[src/rtl/dma_pkg.sv]
package dma_pkg;
  typedef enum logic [1:0] {
    ST_IDLE = 2'b00,
    ST_READ = 2'b01,
    ST_RWAIT = 2'b10,
    ST_WRITE = 2'b11
  } eng_state_e;

  typedef enum logic [1:0] {
    STEP_INC  = 2'b00,
    STEP_DEC  = 2'b01,
    STEP_FIX  = 2'b10,
    STEP_FIX2 = 2'b11
  } step_e;
endpackage

[src/rtl/dma_chan.sv]
module dma_chan #(
  parameter int ADDR_W = 28,
  parameter int CNT_W  = 16
) (
  input  logic              clk,
  input  logic              rst_n,
  input  logic              load_i,
  input  logic [ADDR_W-1:0] cfg_src_i,
  input  logic [ADDR_W-1:0] cfg_dst_i,
  input  logic [CNT_W-1:0]  cfg_cnt_i,
  input  logic              cfg_wide_i,
  input  logic [1:0]        cfg_sstep_i,
  input  logic [1:0]        cfg_dstep_i,
  input  logic              cfg_hb_i,
  input  logic              cfg_rep_i,
  input  logic              cfg_en_i,
  input  logic              hblank_i,
  input  logic              unit_i,
  output logic              pending_o,
  output logic              en_o,
  output logic [ADDR_W-1:0] src_o,
  output logic [ADDR_W-1:0] dst_o,
  output logic              wide_o,
  output logic              done_o
);
  import dma_pkg::*;

  logic              en_q, armed_q, hb_q, rep_q, wide_q, done_q;
  logic [1:0]        sstep_q, dstep_q;
  logic [ADDR_W-1:0] src_q, dst_q;
  logic [CNT_W-1:0]  cnt_q, reload_q;
  logic              cfg_go;

  function automatic logic [ADDR_W-1:0] next_ptr(
    input logic [ADDR_W-1:0] p, input logic [1:0] mode, input logic wide);
    logic [ADDR_W-1:0] sz;
    sz = wide ? ADDR_W'(4) : ADDR_W'(2);
    case (step_e'(mode))
      STEP_INC: next_ptr = p + sz;
      STEP_DEC: next_ptr = p - sz;
      default:  next_ptr = p;
    endcase
  endfunction

  assign cfg_go = cfg_en_i && (cfg_cnt_i != '0);

  always_ff @(posedge clk) begin
    if (!rst_n) begin
      en_q <= 1'b0; armed_q <= 1'b0; hb_q <= 1'b0; rep_q <= 1'b0;
      wide_q <= 1'b0; done_q <= 1'b0; sstep_q <= '0; dstep_q <= '0;
      src_q <= '0; dst_q <= '0; cnt_q <= '0; reload_q <= '0;
    end else begin
      done_q <= 1'b0;
      if (load_i) begin
        en_q     <= cfg_go;
        armed_q  <= cfg_go && !cfg_hb_i;
        hb_q     <= cfg_hb_i;
        rep_q    <= cfg_rep_i;
        wide_q   <= cfg_wide_i;
        sstep_q  <= cfg_sstep_i;
        dstep_q  <= cfg_dstep_i;
        src_q    <= cfg_src_i;
        dst_q    <= cfg_dst_i;
        cnt_q    <= cfg_cnt_i;
        reload_q <= cfg_cnt_i;
      end else begin
        if (hblank_i && en_q && hb_q) armed_q <= 1'b1;
        if (unit_i) begin
          src_q <= next_ptr(src_q, sstep_q, wide_q);
          dst_q <= next_ptr(dst_q, dstep_q, wide_q);
          if (cnt_q == CNT_W'(1)) begin
            done_q  <= 1'b1;
            armed_q <= 1'b0;
            if (rep_q && hb_q) begin
              cnt_q <= reload_q;
            end else begin
              en_q  <= 1'b0;
              cnt_q <= '0;
            end
          end else begin
            cnt_q <= cnt_q - CNT_W'(1);
          end
        end
      end
    end
  end

  assign pending_o = en_q && armed_q;
  assign en_o      = en_q;
  assign src_o     = src_q;
  assign dst_o     = dst_q;
  assign wide_o    = wide_q;
  assign done_o    = done_q;

  AST_DONE_ONE_CYCLE: assert property (@(posedge clk) disable iff (!rst_n)
    done_q |=> !done_q);
  AST_COUNT_STEP: assert property (@(posedge clk) disable iff (!rst_n)
    (unit_i && !load_i && cnt_q > CNT_W'(1)) |=> (cnt_q == $past(cnt_q) - CNT_W'(1)));
  AST_IDLE_NOT_PENDING: assert property (@(posedge clk) disable iff (!rst_n)
    (!en_q) |-> !pending_o);
endmodule

[src/rtl/dma_arb.sv]
module dma_arb #(
  parameter int NCH  = 4,
  parameter int CH_W = 2
) (
  input  logic [NCH-1:0]  req_i,
  output logic            any_o,
  output logic [CH_W-1:0] idx_o
);
  always_comb begin
    idx_o = '0;
    for (int i = NCH - 1; i >= 0; i--) begin
      if (req_i[i]) idx_o = CH_W'(i);
    end
  end
  assign any_o = |req_i;
endmodule

[src/rtl/dma_engine.sv]
module dma_engine #(
  parameter int               NCH        = 4,
  parameter int               CH_W       = 2,
  parameter int               ADDR_W     = 28,
  parameter logic [ADDR_W-1:0] BOOT_LIMIT = 28'h000_4000,
  parameter logic [ADDR_W-1:0] CART_BASE  = 28'h800_0000
) (
  input  logic                         clk,
  input  logic                         rst_n,
  input  logic                         any_i,
  input  logic [CH_W-1:0]              gnt_i,
  input  logic [NCH-1:0][ADDR_W-1:0]   src_i,
  input  logic [NCH-1:0][ADDR_W-1:0]   dst_i,
  input  logic [NCH-1:0]               wide_i,
  output logic [NCH-1:0]               unit_o,
  output logic                         busy_o,
  output logic                         req_valid_o,
  input  logic                         req_ready_i,
  output logic                         req_write_o,
  output logic                         req_wide_o,
  output logic [ADDR_W-1:0]            req_addr_o,
  output logic [31:0]                  req_wdata_o,
  input  logic                         rsp_valid_i,
  input  logic [31:0]                  rsp_rdata_i
);
  import dma_pkg::*;

  eng_state_e        st_q;
  logic [CH_W-1:0]   ch_q;
  logic [ADDR_W-1:0] src_q, dst_q;
  logic              wide_q, ok_q;
  logic [31:0]       latch_q;
  logic              grant_ok;

  always_comb begin
    grant_ok = (src_i[gnt_i] >= BOOT_LIMIT);
    if (gnt_i == '0 && src_i[gnt_i] >= CART_BASE) grant_ok = 1'b0;
  end

  always_ff @(posedge clk) begin
    if (!rst_n) begin
      st_q <= ST_IDLE; ch_q <= '0; src_q <= '0; dst_q <= '0;
      wide_q <= 1'b0; ok_q <= 1'b0; latch_q <= '0;
    end else begin
      case (st_q)
        ST_IDLE: if (any_i) begin
          ch_q   <= gnt_i;
          src_q  <= src_i[gnt_i];
          dst_q  <= dst_i[gnt_i];
          wide_q <= wide_i[gnt_i];
          ok_q   <= grant_ok;
          st_q   <= grant_ok ? ST_READ : ST_WRITE;
        end
        ST_READ:  if (req_ready_i) st_q <= ST_RWAIT;
        ST_RWAIT: if (rsp_valid_i) begin
          if (wide_q)        latch_q <= rsp_rdata_i;
          else if (src_q[1]) latch_q <= {rsp_rdata_i[31:16], rsp_rdata_i[31:16]};
          else               latch_q <= {rsp_rdata_i[15:0], rsp_rdata_i[15:0]};
          st_q <= ST_WRITE;
        end
        ST_WRITE: if (req_ready_i) st_q <= ST_IDLE;
        default:  st_q <= ST_IDLE;
      endcase
    end
  end

  genvar g;
  generate
    for (g = 0; g < NCH; g++) begin : g_unit
      assign unit_o[g] = (st_q == ST_WRITE) && req_ready_i && (ch_q == CH_W'(g));
    end
  endgenerate

  assign busy_o      = (st_q != ST_IDLE);
  assign req_valid_o = (st_q == ST_READ) || (st_q == ST_WRITE);
  assign req_write_o = (st_q == ST_WRITE);
  assign req_wide_o  = wide_q;
  assign req_addr_o  = (st_q == ST_WRITE) ? dst_q : src_q;
  assign req_wdata_o = (wide_q && ok_q) ? latch_q : {latch_q[15:0], latch_q[15:0]};

  AST_REQ_STABLE: assert property (@(posedge clk) disable iff (!rst_n)
    (req_valid_o && !req_ready_i) |=>
      (req_valid_o && $stable(req_addr_o) && $stable(req_write_o) && $stable(req_wdata_o)));
  AST_NO_PROTECTED_READ: assert property (@(posedge clk) disable iff (!rst_n)
    (req_valid_o && !req_write_o) |->
      (req_addr_o >= BOOT_LIMIT && !(ch_q == '0 && req_addr_o >= CART_BASE)));
  AST_LATCH_KEPT_IDLE: assert property (@(posedge clk) disable iff (!rst_n)
    (st_q == ST_IDLE && $past(st_q) == ST_IDLE) |-> $stable(latch_q));
endmodule

[src/rtl/dma4_shared_latch.sv]
module dma4_shared_latch #(
  parameter int               NCH        = 4,
  parameter int               ADDR_W     = 28,
  parameter int               CNT_W      = 16,
  parameter logic [ADDR_W-1:0] BOOT_LIMIT = 28'h000_4000,
  parameter logic [ADDR_W-1:0] CART_BASE  = 28'h800_0000
) (
  input  logic              clk,
  input  logic              rst_n,
  input  logic              cfg_we,
  input  logic [1:0]        cfg_ch,
  input  logic [ADDR_W-1:0] cfg_src,
  input  logic [ADDR_W-1:0] cfg_dst,
  input  logic [CNT_W-1:0]  cfg_cnt,
  input  logic              cfg_wide,
  input  logic [1:0]        cfg_src_step,
  input  logic [1:0]        cfg_dst_step,
  input  logic              cfg_hblank,
  input  logic              cfg_repeat,
  input  logic              cfg_enable,
  input  logic              hblank_start,
  output logic              bus_req_valid,
  input  logic              bus_req_ready,
  output logic              bus_req_write,
  output logic              bus_req_wide,
  output logic [ADDR_W-1:0] bus_req_addr,
  output logic [31:0]       bus_req_wdata,
  input  logic              bus_rsp_valid,
  input  logic [31:0]       bus_rsp_rdata,
  output logic              cpu_hold,
  output logic [NCH-1:0]    ch_enabled,
  output logic [NCH-1:0]    ch_done
);
  localparam int CH_W = (NCH > 1) ? $clog2(NCH) : 1;

  logic [NCH-1:0]             pending, unit, wide;
  logic [NCH-1:0][ADDR_W-1:0] src_a, dst_a;
  logic                       any_pend, eng_busy;
  logic [CH_W-1:0]            gnt_idx;

  genvar c;
  generate
    for (c = 0; c < NCH; c++) begin : g_ch
      dma_chan #(.ADDR_W(ADDR_W), .CNT_W(CNT_W)) chan_i (
        .clk(clk), .rst_n(rst_n),
        .load_i(cfg_we && (CH_W'(cfg_ch) == CH_W'(c))),
        .cfg_src_i(cfg_src), .cfg_dst_i(cfg_dst), .cfg_cnt_i(cfg_cnt),
        .cfg_wide_i(cfg_wide), .cfg_sstep_i(cfg_src_step), .cfg_dstep_i(cfg_dst_step),
        .cfg_hb_i(cfg_hblank), .cfg_rep_i(cfg_repeat), .cfg_en_i(cfg_enable),
        .hblank_i(hblank_start), .unit_i(unit[c]),
        .pending_o(pending[c]), .en_o(ch_enabled[c]),
        .src_o(src_a[c]), .dst_o(dst_a[c]), .wide_o(wide[c]), .done_o(ch_done[c])
      );
    end
  endgenerate

  dma_arb #(.NCH(NCH), .CH_W(CH_W)) arb_i (
    .req_i(pending), .any_o(any_pend), .idx_o(gnt_idx)
  );

  dma_engine #(.NCH(NCH), .CH_W(CH_W), .ADDR_W(ADDR_W),
               .BOOT_LIMIT(BOOT_LIMIT), .CART_BASE(CART_BASE)) eng_i (
    .clk(clk), .rst_n(rst_n), .any_i(any_pend), .gnt_i(gnt_idx),
    .src_i(src_a), .dst_i(dst_a), .wide_i(wide), .unit_o(unit), .busy_o(eng_busy),
    .req_valid_o(bus_req_valid), .req_ready_i(bus_req_ready),
    .req_write_o(bus_req_write), .req_wide_o(bus_req_wide),
    .req_addr_o(bus_req_addr), .req_wdata_o(bus_req_wdata),
    .rsp_valid_i(bus_rsp_valid), .rsp_rdata_i(bus_rsp_rdata)
  );

  assign cpu_hold = any_pend || eng_busy;

  AST_ONE_DONE: assert property (@(posedge clk) disable iff (!rst_n)
    $onehot0(ch_done));
  AST_HOLD_COVERS_BUS: assert property (@(posedge clk) disable iff (!rst_n)
    bus_req_valid |-> cpu_hold);
  AST_DONE_CLEARS_ENABLE: assert property (@(posedge clk) disable iff (!rst_n)
    ($fell(ch_enabled[0]) && !$past(cfg_we)) |-> ch_done[0]);
endmodule

[config.mk]
export PLATFORM = sky130hd
export DESIGN_NAME = dma4_shared_latch
export DESIGN_NICKNAME = d
export VERILOG_FILES = /design/src/rtl/dma_pkg.sv /design/src/rtl/dma_chan.sv /design/src/rtl/dma_arb.sv /design/src/rtl/dma_engine.sv /design/src/rtl/dma4_shared_latch.sv
export SDC_FILE = /design/constraint.sdc
export NUM_CORES = 2
export LEC_CHECK = 0
export ABC_AREA = 1
export CORE_ASPECT_RATIO = 0.8
export CORE_MARGIN = 10
export CORE_UTILIZATION = 25
export CTS_BUF_LIST = sky130_fd_sc_hd__clkbuf_16
export DETAILED_ROUTE_END_ITERATION = 10
export GPL_ROUTABILITY_DRIVEN = 1
export PLACE_DENSITY = 0.48
export SYNTH_ARGS = -nofsm -noshare
export SYNTH_HDL_FRONTEND = slang
export SYNTH_SLANG_ARGS = --single-unit
[constraint.sdc]
create_clock -name clk -period 3.8 [get_ports clk]
set_input_delay 0.38 -clock clk [delete_from_list [all_inputs] [get_ports clk]]
set_output_delay 0.38 -clock clk [all_outputs]
set_load 0.005 [all_outputs]
# Yosys cells after proc, flatten, opt, wreduce, memory -nomap -nowiden
# Index checks and enable logic that the tools add are counted.
# totals
wordCells,295
reg_bits,486
inputBits,120
# op_classes
mux,101
bitwise,5
magnitude_cmp,3
eq_ne,29
addsub,20
n_reduce_logical,82
# op_table
operator,count
two-way mux 28 bit,19
one-hot mux 28 bit (2 select lines),8
two-way mux 16 bit,16
adder 28 bit,8
subtractor 28 bit,8
binary-select mux 28 bit (select 2 bit),2
two-way mux 32 bit,3
"equality test 16 x 1 -> 1 bit, second input constant",4
"subtractor 16 x 1 -> 16 bit, second input constant",4
two-way mux 1 bit,38
logical AND 1 bit,29
"greater-or-equal comparator 28 x 15 -> 1 bit, second input constant",1
"greater-or-equal comparator 28 bit, second input constant",1
logical NOT 2 bit,12
nonzero test 3 bit,8
"equality test 2 x 1 -> 1 bit, second input constant",11
AND reduction 2 bit,10
two-way mux 2 bit,9
nonzero test 2 bit,9
nonzero test 16 bit,1
"equality test 2 bit, second input constant",6
two-way mux 3 bit,4
AND reduction 3 bit,4
OR reduction 3 bit,4
other kinds (10),21

# Logic depth before layout (Yosys ltp)
# logic_depth
word_depth,13
mapped_depth,17
depth_no_buf,16

# By module
# From an unflattened synthesis, not the netlist that was laid out.
# unflattened
cells_unflattened,6914
area_unflattened_um2,39676.8
# by_module_without_submodules
mod,area_each_um2,instances,cells_per_inst
dma_chan (g_ch[0].chan_i ...),8348.0,3,1476
dma_chan (g_ch[3].chan_i),8441.8,1,1482
dma_engine,6108.4,1,986
dma_arb,46.3,1,9
dma4_shared_latch,36.3,1,9

# Least setup slack after synthesis
# Ideal clock, no wire load.
# synth_path
kind,reg-to-reg
start,reg g_ch[3].chan_i.dstep_q[0]
end,reg g_ch[3].chan_i.dst_q[18]
path_slack_ps,901
setup_ps,132
t_arrival_ps,2767
required_ps,3668
n_path_buf,0
synth_period_minus_slack_ps,2899
stages_incl_launch_ff,13
path_cell_list,dfxtp_1 -> inv_1 -> nor2_1 -> ha_1 -> a21oi_1 -> o21ai_0 -> a21oi_1 -> o21ai_0 -> a21o_1 -> nand2_1 -> nand3_1 -> nand2_1 -> a21oi_1
# synth_via
elab_chain_len,4
# synth_lines
element,line_no,text
from (decl),dma_chan.sv:29,"logic [1:0] sstep_q, dstep_q;"
from (signal assigned),dma_chan.sv:61,dstep_q <= cfg_dstep_i;
equality test 2 x 1 -> 1 bit / logical NOT 2 bit (equally long branches),dma_chan.sv:38,case (step_e'(mode))
one-hot mux 28 bit (2 select lines),dma_chan.sv:38,
two-way mux 28 bit,dma_chan.sv:68,if (unit_i) begin
two-way mux 28 bit,dma_chan.sv:54,if (load_i) begin
to (signal assigned),dma_chan.sv:63,dst_q <= cfg_dst_i;
to (signal assigned),dma_chan.sv:70,"dst_q <= next_ptr(dst_q, dstep_q, wide_q);"
to (decl),dma_chan.sv:30,"logic [ADDR_W-1:0] src_q, dst_q;"
# Parallel ways exist; a longest one is shown, timed or not. The select of a mux whose other input is x is not followed.
# A chain may end at the register's enable or synchronous reset.

# Worst setup path in the final report
# layout_path
start,reg eng_i.st_q[1]
end,out bus_req_addr[27]
# layout_via
elab_chain_len,2
# layout_lines
element,line_no,text
from (decl),dma_engine.sv:28,eng_state_e st_q;
from (signal assigned),dma_engine.sv:52,st_q <= grant_ok ? ST_READ : ST_WRITE;
equality test 2 bit,dma_engine.sv:78,assign req_addr_o = (st_q == ST_WRITE) ? dst_q : src_q;
two-way mux 28 bit,dma_engine.sv:78,
to (decl),dma4_shared_latch.sv:26,"output logic [ADDR_W-1:0] bus_req_addr,"
# No other way between the ends.

==> impl_metrics.yaml <==
min_path:
  worstHoldPathType: "in -> reg"
  worstHoldPathCells: 3
  hold_end: "g_ch[3].chan_i.reload_q[7]$_SDFFE_PN0P_"
  min_from: "rst_n"
critical_path:
  max_stage_delay_ns: 0.75
  critPathMaxFanout: 57
  startpoint_type: "flip-flop"
  rr_endpoint: "g_ch[2].chan_i.dst_o[23]$_SDFFE_PN0P_"
  ff2ff_setup_slack_ns: 0.53
  endpoint_kind: "output pin"
  r2r_cells: 13
  crit_type: "reg -> out"
  cp.buffers_inverters: 2
  cp.depth: 4
  crit_slowest_cell: "o21ai_0"
  reg2reg_from: "g_ch[2].chan_i.dstep_q[1]$_SDFFE_PN0P_"
  cp.required_ns: 3.42
  path_cells: "ha_2 -> buf_4 -> o21ai_0 -> clkdlybuf4s50_1"
  critPathTopFamily: "buffers and inverters"
  crit_arrival_ns: 2.96
sta:
  rsz0062_at_grt: "false"
  fin_ws_ns: 0.463
  holdWs_ns: 0.0658
  final-hold-violation-count: 0
  min_period_over_period_pct: 87.8
  tightest_slew_ns: 1.08
  max_slew_margin_pct: 28.0
  finalMaxSlewViolations: 0
  tns_ns: 0
  finalSetupViolCount: 0
  post-route-min-period_ns: 3.34
  finalClockSkew_ns: 0.0409
  fmax_mhz: 300
logic_synthesis:
  ys_seq_area_share_pct: 26.6
  synth_top_flop_cell: "dfxtp_1"
  synth_top_cell_area_share_pct: 26.6
  yosysMostFrequentCell: "nand2_1"
  ys_top_cells_by_area: "dfxtp_1 (27%), nand2_1 (13%), a21oi_1 (11%), o21ai_0 (8.0%), ha_1 (7.8%)"
  synthDistinctLibCells: 61
  synth_edf_count: 0
  synth_area_per_cell_sq_um: 6.28
  postSynthCellCount: 5815
  synth_seq_cells: 486
  synth_common_cells: "nand2_1 (1285), a21oi_1 (823), o21ai_0 (585), nor2_1 (569), inv_1 (549)"
  async_flop_share_pct: 0
  ys_warn_count: 0
  synth_nets: 6164
  netlist_area_sq_mm: 0.0365
  yosys.area.top_type: "dfxtp_1"
global_routing:
  grt_usage_pct: 19.5
  grt_pass1_vias: 37300
  grt_first_pass_wirelength_um: 245000
  gr-total-overflow: 0
  antenna_found_initial: 4
  grt_max_degree: 93
clock_tree:
  cts_tree: "yes"
  ctsHoldBuffers: 0
  htree_levels: 2
  cts_resized: 0
  cts_setup_buffers: 0
  cts_buffers: 60
  cts_buffer_depth: 3
  cts_root_buf: "clkbuf_16"
  clock-sinks: 486
  clk-insertion-delay-late_ns: 0.71
  clkTransAtPathRegs_ns: 0.06
route:
  num_vias: 40500
  drcViolationCount: 0
  vias_per_cell: 5.17
  ant_nets: 0
  wl_met3_um: 10200
  wl_met2_um: 72000
  drt-total-wl_um: 166000
  topRoutingLayerUsed: "met4"
  wl_per_cell_um: 21.1
  wl_met1_um: 78900
  drtPass1Iterations: 6
  drt_iter0_drc: 3559
placement:
  place_area_sq_mm: 0.0403
  hpwlAfterDp_um: 128000
  place_congestion: 0.986
  port_buffers: 191
  dp_slack_ns: 0.314
finish:
  final_util_pct: 29.1
  drive_above_1_share_pct: 4.10
  finalNetCount: 6223
  syn_to_final_growth_pct: 15.6
  design_area_sq_mm: 0.0422
floorplan:
  design.portCount: 192
  start_util_pct: 25.2
  core.rowCount: 125
  core-area_sq_mm: 0.145
  chipWidth_um: 447
  die_area_sq_mm: 0.162
  die_h_um: 362
job:
  maxCapViolCount: 0
run_status:
  status: "finished clean"
power:
  ir_worst_vdd_mv: 0.318
  leakagePower_uw: 0.0176
  cellPowerDensity_mw_per_mm2: 341
## state kept, by name, summed over array words and instances, names as in the netlist, 8 cells and up
signal / cells
g_ch.chan_i.cnt_q: 64
eng_i.dst_q: 28
g_ch.chan_i.dstep_q: 8
eng_i.latch_q: 32
g_ch.chan_i.dst_o: 112
g_ch.chan_i.reload_q: 64
g_ch.chan_i.src_o: 112
g_ch.chan_i.sstep_q: 8
eng_i.src_q: 28
## area by class of cell
| type | count | area, sq um |
|---|---|---|
| flip-flops and latches | 486 | 9730 |
| multi-input cells | 4493 | 23500 |
| inverters | 567 | 2140 |
| well taps | 1905 | 2380 |
| clock inverters | 50 | 443 |
| diodes | 5 | 12.5 |
| clock buffers | 60 | 1500 |
| fillers | 16100 | 103000 |
| repair buffers | 266 | 2530 |
## worst min-delay path: stages
cell and delay, ns:
buf_4 0.19, nand2_1 0.09, nand2_1 0.04
## placed cells by master (no fill, tap or decap), types with 14 or more instances in the layout
master	n
ha_1	228
a221oi_1	31
a211oi_1	34
nor3_1	92
xor2_1	80
or2_2	14
o21ai_1	24
inv_1	555
nand3b_1	16
clkinv_2	17
dfxtp_1	486
nor2_1	567
clkdlybuf4s50_1	190
nor4_1	18
o22ai_1	78
a21oi_1	823
o21bai_1	23
xnor2_1	39
a21o_1	31
nand3_1	249
nand2_1	1283
clkbuf_16	60
o211ai_1	43
o21ai_0	585
a31oi_1	61
buf_4	71
nand4_1	76
## metrics by stage
step	std cells	total power (uW)
2_1_floorplan	5815	7400
3_3_place_gp	7717	8530
3_5_place_dp	7717	8540
4_1_cts	7827	14500
5_1_grt	7830	15100
6_report	7832	14400
## per-layer routing
layer  vias up  global-route usage [%]
li1      19900                       -
met1     19100                    28.1
met2      1282                    30.2
met3       183                    2.44
met4         0                    5.26
met5         -                       0
## power breakdown
part | internal [uW] | switching (uW)
Sequential | 5340 | 213
Combinational | 1040 | 1870
Clock | 3340 | 2610
## worst max-delay path by stage
stage	from	endpoint	slack, ns
2_1_floorplan	g_ch[3].chan_i.dstep_q[0]$_SDFFE_PN0P_	g_ch[3].chan_i.dst_o[18]$_SDFFE_PN0P_	0.90
3_3_place_gp	cfg_ch[0]	g_ch[1].chan_i.dst_o[13]$_SDFFE_PN0P_	0.33
3_5_place_dp	cfg_ch[0]	g_ch[1].chan_i.dst_o[14]$_SDFFE_PN0P_	0.31
4_1_cts	eng_i.st_q[1]$_SDFFE_PN0P_	bus_req_addr[8]	0.36
5_1_grt	g_ch[2].chan_i.dstep_q[1]$_SDFFE_PN0P_	g_ch[2].chan_i.dst_o[21]$_SDFFE_PN0P_	0.27
6_report	eng_i.st_q[1]$_SDFFE_PN0P_	bus_req_addr[27]	0.46
## cells by family (layout without fill, tap and decap cells)
family          after synthesis  in the layout  synth area share, %
fa+ha+maj                   229            229                 7.84
simple gates               2349           2349                 26.6
buf+inv                     836            943                 9.22
xor+xnor                    119            119                 2.85
compound gates             1796           1796                 26.9
flops                       486            486                 26.6
other cells                   0              5                    0
Power figures use the tool's default switching activity.
